`config.mk`:
```
export PLATFORM = sky130hd
export DESIGN_NAME = nested_prio_ctrl
export DESIGN_NICKNAME = d
export VERILOG_FILES = /design/src/rtl/npc_pkg.sv /design/src/rtl/npc_datapath.sv /design/src/rtl/npc_control.sv /design/src/rtl/nested_prio_ctrl.sv
export SDC_FILE = /design/constraint.sdc
export NUM_CORES = 1
export LEC_CHECK = 0
export ABC_AREA = 1
export BUFFER_PORTS_ARGS = -buffer_cell sky130_fd_sc_hd__buf_2
export CAP_MARGIN = 20
export CORE_MARGIN = 3
export CORE_UTILIZATION = 40
export CTS_CLUSTER_SIZE = 8
export DETAILED_ROUTE_END_ITERATION = 12
export PLACE_DENSITY_LB_ADDON = 0.3
export SLEW_MARGIN = 20
export SYNTH_ARGS = -nofsm -noshare
export SYNTH_HDL_FRONTEND = slang
export SYNTH_SLANG_ARGS = --single-unit
export TNS_END_PERCENT = 1
```
`constraint.sdc`:
```
create_clock -name clk -period 8.95 [get_ports clk]
set_input_delay 0 -clock clk [delete_from_list [all_inputs] [get_ports clk]]
set_output_delay 0 -clock clk [all_outputs]
set_load 0.02 [all_outputs]
```
`src/rtl/npc_pkg.sv`:
```
package npc_pkg;
  typedef struct packed {
    logic push;
    logic pop;
  } stackCmd_t;
endpackage

```
`src/rtl/npc_datapath.sv`:
```
module npc_datapath
  import npc_pkg::*;
#(
  parameter int NUM_SRC = 8,
  parameter int LVL_W   = 3,
  parameter int DEPTH   = 8,
  localparam int IDX_W  = $clog2(NUM_SRC + 1),
  localparam int EFF_W  = LVL_W + 1,
  localparam int PTR_W  = $clog2(DEPTH + 1),
  localparam int ADDR_W = (DEPTH > 1) ? $clog2(DEPTH) : 1
) (
  input  logic                     clk,
  input  logic                     rstN,
  input  logic [NUM_SRC-1:0]       reqIn,
  input  logic [NUM_SRC*LVL_W-1:0] srcLevel,
  input  logic                     nmiEn,
  input  logic                     nmiReq,
  input  stackCmd_t                cmd,
  input  logic [PTR_W-1:0]         ptr,
  output logic                     bestValid,
  output logic [IDX_W-1:0]         bestIdx,
  output logic [EFF_W-1:0]         bestLevel,
  output logic [EFF_W-1:0]         curLevel
);
  localparam logic [EFF_W-1:0] NMI_LVL = {1'b1, {LVL_W{1'b0}}};

  logic [LVL_W-1:0] lvlArr [NUM_SRC];
  logic [NUM_SRC-1:0] eligible;

  for (genvar g = 0; g < NUM_SRC; g++) begin : gSrc
    assign lvlArr[g]   = srcLevel[g*LVL_W +: LVL_W];
    assign eligible[g] = reqIn[g] && (lvlArr[g] != '0);
  end

  // Ascending scan with >= so a later (higher) index wins a tie.
  always_comb begin
    bestValid = 1'b0;
    bestIdx   = '0;
    bestLevel = '0;
    for (int i = 0; i < NUM_SRC; i++) begin
      if (eligible[i] && ({1'b0, lvlArr[i]} >= bestLevel)) begin
        bestValid = 1'b1;
        bestIdx   = IDX_W'(i);
        bestLevel = {1'b0, lvlArr[i]};
      end
    end
    if (nmiEn && nmiReq) begin
      bestValid = 1'b1;
      bestIdx   = IDX_W'(NUM_SRC);
      bestLevel = NMI_LVL;
    end
  end

  logic [EFF_W-1:0]  stackMem [DEPTH];
  logic [ADDR_W-1:0] wrAddr;
  logic [ADDR_W-1:0] topAddr;

  assign wrAddr  = ADDR_W'(ptr);
  assign topAddr = ADDR_W'(ptr - PTR_W'(1));

  always_ff @(posedge clk) begin
    if (cmd.push) stackMem[wrAddr] <= curLevel;
  end

  always_ff @(posedge clk or negedge rstN) begin
    if (!rstN)         curLevel <= '0;
    else if (cmd.push) curLevel <= bestLevel;
    else if (cmd.pop)  curLevel <= stackMem[topAddr];
  end
endmodule

```
`src/rtl/npc_control.sv`:
```
module npc_control
  import npc_pkg::*;
#(
  parameter int LVL_W  = 3,
  parameter int DEPTH  = 8,
  localparam int EFF_W = LVL_W + 1,
  localparam int PTR_W = $clog2(DEPTH + 1)
) (
  input  logic             clk,
  input  logic             rstN,
  input  logic             entryStb,
  input  logic             retStb,
  input  logic             bestValid,
  input  logic [EFF_W-1:0] bestLevel,
  input  logic [EFF_W-1:0] curLevel,
  output stackCmd_t        cmd,
  output logic [PTR_W-1:0] ptr,
  output logic             fwdValid,
  output logic             overflow
);
  logic stackFull, stackEmpty, ovfSet;

  assign stackFull  = (ptr == PTR_W'(DEPTH));
  assign stackEmpty = (ptr == '0);
  assign fwdValid   = bestValid && (bestLevel > curLevel) && !overflow;
  assign cmd.push   = entryStb && fwdValid && !stackFull;
  assign cmd.pop    = retStb && !entryStb && !stackEmpty;
  assign ovfSet     = entryStb && fwdValid && stackFull;

  always_ff @(posedge clk or negedge rstN) begin
    if (!rstN) begin
      ptr      <= '0;
      overflow <= 1'b0;
    end else begin
      if (cmd.push)     ptr <= ptr + PTR_W'(1);
      else if (cmd.pop) ptr <= ptr - PTR_W'(1);
      if (ovfSet) overflow <= 1'b1;
    end
  end
endmodule

```
`src/rtl/nested_prio_ctrl.sv`:
```
module nested_prio_ctrl
  import npc_pkg::*;
#(
  parameter int NUM_SRC = 8,
  parameter int LVL_W   = 3,
  parameter int DEPTH   = 8,
  localparam int IDX_W  = $clog2(NUM_SRC + 1),
  localparam int EFF_W  = LVL_W + 1,
  localparam int PTR_W  = $clog2(DEPTH + 1)
) (
  input  logic                     clk,
  input  logic                     rstN,
  input  logic [NUM_SRC-1:0]       reqIn,
  input  logic [NUM_SRC*LVL_W-1:0] srcLevel,
  input  logic                     nmiEn,
  input  logic                     nmiReq,
  input  logic                     entryStb,
  input  logic                     retStb,
  output logic                     fwdValid,
  output logic [IDX_W-1:0]         fwdIdx,
  output logic [EFF_W-1:0]         curLevel,
  output logic                     overflow
);
  stackCmd_t        cmd;
  logic [PTR_W-1:0] ptr;
  logic             bestValid;
  logic [EFF_W-1:0] bestLevel;

  npc_datapath #(.NUM_SRC(NUM_SRC), .LVL_W(LVL_W), .DEPTH(DEPTH)) uDp (
    .clk(clk), .rstN(rstN), .reqIn(reqIn), .srcLevel(srcLevel),
    .nmiEn(nmiEn), .nmiReq(nmiReq), .cmd(cmd), .ptr(ptr),
    .bestValid(bestValid), .bestIdx(fwdIdx), .bestLevel(bestLevel),
    .curLevel(curLevel)
  );

  npc_control #(.LVL_W(LVL_W), .DEPTH(DEPTH)) uCtl (
    .clk(clk), .rstN(rstN), .entryStb(entryStb), .retStb(retStb),
    .bestValid(bestValid), .bestLevel(bestLevel), .curLevel(curLevel),
    .cmd(cmd), .ptr(ptr), .fwdValid(fwdValid), .overflow(overflow)
  );
endmodule

```
Yosys cells after proc, flatten, opt, wreduce, memory -nomap -nowiden
Memories as Yosys holds them, arrays and structs flattened.
Index checks and enable logic that the tools add are counted.
{"block": "word_totals", "mem_count": 1, "register_bits": 9, "word_cells": 84, "ramBits": 32, "output_inout_bits": 10}
{"block": "classes", "addsub": 2, "eq_ne": 1, "reduce_logical": 37, "n_mux": 32, "order_cmp": 8}
{"memory": "uDp.stackMem", "depth": 8, "width": 4, "rd": 1, "rd_clocked_by_memory_dff": 0, "wr": 1, "line_no": "npc_datapath.sv:54", "source": "logic [EFF_W-1:0] stackMem [DEPTH];"}
{"op": "2-to-1 mux 4 bit", "count": 13}
{"op": "greater-or-equal comparator 3 x 4 -> 1 bit", "count": 6}
{"op": "nonzero test 3 bit", "count": 8}
{"op": "logical AND 1 bit", "count": 23}
{"op": "2-to-1 mux 3 bit", "count": 5}
{"op": "2-to-1 mux 1 bit", "count": 12}
{"op": "adder 4 x 1 -> 4 bit, second input constant", "count": 1}
{"op": "equality test 4 bit, second input constant", "count": 1}
{"op": "> comparator 4 bit", "count": 1}
{"op": "zero test 1 bit", "count": 4}
{"op": "zero test 4 bit", "count": 1}
{"op": "2-to-1 mux 2 bit", "count": 2}
{"op": "subtractor 4 x 1 -> 4 bit, second input constant", "count": 1}
{"op": "greater-or-equal comparator 3 bit", "count": 1}
{"op": "nonzero test 2 bit", "count": 1}

Depth between registers and ports, before layout
{"block": "depth", "ltp_word": 32, "mapped_depth": 87, "depth_no_buf": 87}

Modules after synthesis
From an unflattened synthesis, not the netlist that was laid out.
{"block": "unflattened", "cells_unflattened": 377, "hier_area_um2": 3149.3}
{"mod": "npc_datapath", "seq_area_each_um2": 1061.0, "cells_per_inst": 313, "n_inst": 1, "area_per_inst_um2": 2617.5}
{"mod": "npc_control", "seq_area_each_um2": 125.1, "cells_per_inst": 64, "n_inst": 1, "area_per_inst_um2": 531.8}

Least setup slack after synthesis
No wires, ideal clock.
{"block": "synth_path", "path_kind": "input-to-reg", "from": "input srcLevel[0]", "to": "memory uDp.stackMem[1][0] (netlist name) (enable)", "t_required_ns": 8.617, "path_stages": 79, "setup_ns": 0.333, "arrival_ns": 8.223, "setup_slack_ns": 0.395, "path_buffers": 0, "cell_sequence": "inv_1 -> nand3_1 -> and2_1 -> nand2_1 -> inv_1 -> ha_1 -> inv_1 -> nand2_1 -> nand2_1 -> nand2_1 -> nand2_2 -> inv_1 -> o21ai_0 -> ha_1 -> inv_1 -> nand2_1 -> o21ai_0 -> inv_1 -> [... 43 more ...] -> a21oi_1 -> o21bai_1 -> nand2_1 -> o21ai_0 -> inv_1 -> nand2_1 -> inv_1 -> ha_1 -> a21oi_1 -> o21ai_0 -> o21ai_0 -> nor2_1 -> nand2_2 -> inv_4 -> nand3_4 -> inv_4 -> nand2_2 -> nor3_2"}
{"block": "synth_via", "elab_chain_cells": 32}
{"element": "start, declared", "line_no": "nested_prio_ctrl.sv:14", "source": "input logic [NUM_SRC*LVL_W-1:0] srcLevel,"}
{"element": "nonzero test 3 bit", "line_no": "npc_datapath.sv:32", "source": "assign eligible[g] = reqIn[g] && (lvlArr[g] != '0);"}
{"element": "logical AND 1 bit", "line_no": "npc_datapath.sv:32"}
{"element": "2-to-1 mux 3 bit", "line_no": "npc_datapath.sv:41", "source": "if (eligible[i] && ({1'b0, lvlArr[i]} >= bestLevel)) begin"}
{"element": "greater-or-equal comparator 3 bit", "line_no": "npc_datapath.sv:41"}
{"element": "logical AND 1 bit", "line_no": "npc_datapath.sv:41"}
{"element": "2-to-1 mux 4 bit", "line_no": "npc_datapath.sv:41"}
{"element": "greater-or-equal comparator 3 x 4 -> 1 bit", "line_no": "npc_datapath.sv:41"}
{"element": "logical AND 1 bit", "line_no": "npc_datapath.sv:41"}
{"element": "[... 15 more ...]"}
{"element": "2-to-1 mux 4 bit", "line_no": "npc_datapath.sv:41"}
{"element": "2-to-1 mux 4 bit", "line_no": "npc_datapath.sv:47", "source": "if (nmiEn && nmiReq) begin"}
{"element": "> comparator 4 bit", "line_no": "npc_control.sv:25", "source": "assign fwdValid = bestValid && (bestLevel > curLevel) && !overflow;"}
{"element": "logical AND 1 bit (*) (2 in series)", "line_no": "npc_control.sv:25"}
{"element": "named net fwdValid", "line_no": "nested_prio_ctrl.sv:19", "source": "output logic fwdValid,"}
{"element": "logical AND 1 bit (*) (2 in series)", "line_no": "npc_control.sv:26", "source": "assign cmd.push = entryStb && fwdValid && !stackFull;"}
{"element": "2-to-1 mux 1 bit (*)", "line_no": "npc_datapath.sv:62", "source": "if (cmd.push) stackMem[wrAddr] <= curLevel;"}
{"element": "2-to-1 mux 1 bit (implied by the code) (*)", "line_no": "npc_datapath.sv:62"}
{"element": "end, declared", "line_no": "npc_datapath.sv:54"}
The timed path passes the listed nets; every way through them passes the cells marked *.

Worst setup path in the final report
{"block": "layout_path", "from": "input srcLevel[2]", "to": "memory uDp.stackMem[6][2] (netlist name) (enable)"}
{"block": "layout_via", "elab_chain_cells": 32}
{"element": "nonzero test 3 bit", "line_no": "npc_datapath.sv:32"}
{"element": "logical AND 1 bit", "line_no": "npc_datapath.sv:32"}
{"element": "2-to-1 mux 3 bit", "line_no": "npc_datapath.sv:41"}
{"element": "greater-or-equal comparator 3 bit", "line_no": "npc_datapath.sv:41"}
{"element": "logical AND 1 bit", "line_no": "npc_datapath.sv:41"}
{"element": "2-to-1 mux 4 bit", "line_no": "npc_datapath.sv:41"}
{"element": "greater-or-equal comparator 3 x 4 -> 1 bit", "line_no": "npc_datapath.sv:41"}
{"element": "logical AND 1 bit", "line_no": "npc_datapath.sv:41"}
{"element": "[... 14 more ...]"}
{"element": "logical AND 1 bit", "line_no": "npc_datapath.sv:41"}
{"element": "2-to-1 mux 4 bit", "line_no": "npc_datapath.sv:41"}
{"element": "2-to-1 mux 4 bit", "line_no": "npc_datapath.sv:47"}
{"element": "> comparator 4 bit", "line_no": "npc_control.sv:25"}
{"element": "logical AND 1 bit (*) (2 in series)", "line_no": "npc_control.sv:25"}
{"element": "logical AND 1 bit (*) (2 in series)", "line_no": "npc_control.sv:26"}
{"element": "2-to-1 mux 1 bit (*)", "line_no": "npc_datapath.sv:62"}
{"element": "2-to-1 mux 1 bit (implied by the code) (*)", "line_no": "npc_datapath.sv:62"}
Every way passes the cells marked *; elsewhere a longest branch is shown, timed or not.

==> impl_metrics.json <==
{
  "cts_htree_levels": 2,
  "drv_cap": 0,
  "path_common_cell": "nand2_2",
  "first_global_vias": 2491,
  "synth_top_family_by_area": "simple AND/OR/NAND/NOR gates",
  "clkPwrFrac_pct": 13.4,
  "timing.fmax_mhz": 114,
  "fp.dieH_um": 92.1,
  "critPathRequiredTime_ps": 8960,
  "vias": 2750,
  "synth_edf_count": 32,
  "synth_flop_cell": "edfxtp_1",
  "p_leak_uw": 0.00190,
  "die_w_um": 92.1,
  "switchingPower_uw": 489,
  "netlist_area_um2": 2970,
  "power_frac_comb_pct": 57.1,
  "rr_endpoint": "uDp.curLevel[0]$_DFFE_PN0P_",
  "track_usage_pct": 16.5,
  "worst_slew_pin_slew_ps": 707,
  "synth_seq_area_share_pct": 40.0,
  "p_per_area_nw_per_um2": 271,
  "power_frac_seq_pct": 29.5,
  "syn-num-nets": 431,
  "drtPass1Iterations": 4,
  "rsz0062_at_grt": "true",
  "cp-start-kind": "input pin",
  "clock_latency_ps": 290,
  "crit_path_end_kind": "flip-flop",
  "routed_via_density": 5.03,
  "cts_tree": "done",
  "whs_path_depth": 3,
  "cts_buffers": 5,
  "power.internal_uw": 580,
  "core_um2": 6980,
  "num_antenna_cells": 0,
  "postSynthCellCount": 368,
  "gr-total-overflow": 0,
  "placed_area_um2": 3420,
  "stdcell_count": 547,
  "hold_violations": 0,
  "wl_per_cell_um": 13.8,
  "ir_worst_vdd_v": 0.0000963,
  "drt_iter0_markers": 126,
  "seq_area_um2": 1190,
  "antenna_found_initial": 0,
  "synthAdderAreaFrac_pct": 10.5,
  "slowest_stage": "ha_1",
  "postRouteAntennaNets": 0,
  "nFillCells": 632,
  "clock_sink_count": 41,
  "synth-seq-cells": 41,
  "nets": 513,
  "initial_core_util_pct": 42.5,
  "grt_max_degree": 22,
  "worst-path-max-fanout": 6,
  "holdCritPathClass": "in2reg",
  "yosysWarnings": 0,
  "status": "complete, no violations",
  "placed_cells": 521,
  "clk_pin_slew_ps": 80,
  "syn_to_final_growth_pct": 32.8,
  "cts_root_buffer": "clkbuf_8",
  "async_flop_share_pct": 22.0,
  "whs_endpoint": "uCtl.overflow$_DFFE_PN0P_",
  "drive_above_1_share_pct": 37.0,
  "synthSimpleGateAreaFrac_pct": 24.3,
  "fin_crit_ps": 8750,
  "slew_headroom_pct": 52.9,
  "stdcell_area_um2": 3940,
  "port_buffers": 47,
  "clock_path_buffers": 2,
  "fin_setup_tns_ps": 0,
  "rows": 30,
  "dp_hpwl_mm": 5.30,
  "r2r_start": "uCtl.ptr[0]$_DFFE_PN0P_",
  "synth_compound_area_share_pct": 14.4,
  "reg2reg_depth": 9,
  "hp-start": "entryStb",
  "synth.distinct_cells": 35,
  "yosys-mux-area-fraction_pct": 0,
  "place.gp.congestion": 0.877,
  "min_period_over_period_pct": 97.8,
  "final_common_cell": "nand2_1",
  "synth_xor_area_share_pct": 1.48,
  "avgSynthCellArea_um2": 8.06,
  "crit_type": "in2reg",
  "worst_ep_arrival_time_ps": 8760,
  "switching_share_pct": 45.7,
  "fp.dieArea_um2": 8490,
  "slowest_delay_ps": 290,
  "clock_skew_ps": 6.62,
  "drcViolationCount": 0,
  "grt_pass1_wl_mm": 11.3,
  "num_io_pins": 48,
  "pre_cts_slack_ps": -377,
  "drt-total-wl_mm": 7.55,
  "reg2reg_slack_ps": 5590,
  "drv_slew": 0,
  "final_cell_mix": "58 x nand2_1, 52 x inv_1, 44 x buf_2",
  "timing.final.ws_setup_ps": 198,
  "multi_input_area_um2": 1740,
  "setup_viol": 0
}
Yosys cell counts, types with 2 or more instances:
cell	number	area (µm²)
o21ai_0	37	185
ha_1	25	313
nor2_1	29	109
nor3_2	2	20.0
nand2_4	4	45.0
o221ai_1	4	35.0
inv_4	2	12.5
nand2_2	8	50.1
inv_1	64	240
o211ai_1	2	15.0
nand3_1	26	130
o31a_1	3	26.3
edfxtp_1	32	961
and2_1	5	31.3
o22ai_1	6	37.5
a21oi_1	11	55.1
dfrtp_1	9	225
nand2_1	72	270
nand3_2	3	30.0
xor2_1	4	35.0
clkbuf_1	4	15.0
o21bai_1	3	22.5
stage by stage:
step | total power [µW] | hold WS, ps | util (%)
floorplan | 668 | -296 | -
global placement | 820 | -132 | 48.9
detailed placement | 832 | -127 | 48.9
CTS | 980 | 49.2 | 50.7
global route | 1160 | 70.2 | 56.5
finish | 1070 | 51.9 | 56.5
how the worst max path moves through the flow:
stage                     start                           end  slack, ps  depth (start not counted)
floorplan           srcLevel[0]  uDp.stackMem[1][0]$_DFFE_PP_        390                         79
global placement    srcLevel[0]  uDp.stackMem[1][2]$_DFFE_PP_       -180                         82
detailed placement  srcLevel[0]  uDp.stackMem[1][2]$_DFFE_PP_       -380                         85
CTS                 srcLevel[0]  uDp.stackMem[7][0]$_DFFE_PP_         60                         85
global route        srcLevel[2]  uDp.stackMem[6][3]$_DFFE_PP_       -580                         87
finish              srcLevel[2]  uDp.stackMem[6][2]$_DFFE_PP_        200                         84
critical path, delay by kind of cell:
kind	cells	cell delay, ps
AOI/OAI and AO/OA	16	1640
adders and majority gates	8	2120
buffers and inverters	22	1540
and+or+nand+nor	38	3460
state kept, by name, indices dropped and copies added (netlist names):
name / flops
uDp.curLevel: 4
uCtl.overflow: 1
uDp.stackMem: 32
uCtl.ptr: 4
what timing repair did:
action,4_1_cts,5_1_grt
hold buffers,1,0
endpoints found under the setup margin,32,42
resized for setup,2,85
setup buffers,0,17
cloned,0,0
endpoints found under the hold margin,9,0
pin swaps,0,53
cell families (layout without fill, tap and decap cells):
kind of cell,Yosys count,count (layout)
simple gates,153,153
compound gates,72,72
buf+inv,72,155
flops,41,41
fa+ha+maj,25,25
xor+xnor,5,5
layout make-up:
type                       instances  share of cell area [%]
inverter                          67                    6.57
tap                               96                    3.05
timing repair buffer              80                    13.4
clock buffer                       6                    1.84
sequential                        41                    30.1
multi-input combinational        255                    44.2
clock inverter                     2                   0.857
power groups by stage:
stage	clock (µW)	sequential [µW]	combinational (µW)
after global placement	0	317	503
after floorplan	0	300	369
after detailed placement	0	318	514
after global routing	152	324	680
final	143	316	611
after CTS	145	316	519
metal layers:
metal	up-vias	GRT usage (%)	part of all wire, %
li1	1390	-	-
met4	0	3.96	0.90
met5	-	0	0
met1	1292	22.0	44
met3	8	2.54	3.5
met2	60	28.2	52
(Power assumes the default switching activity.)
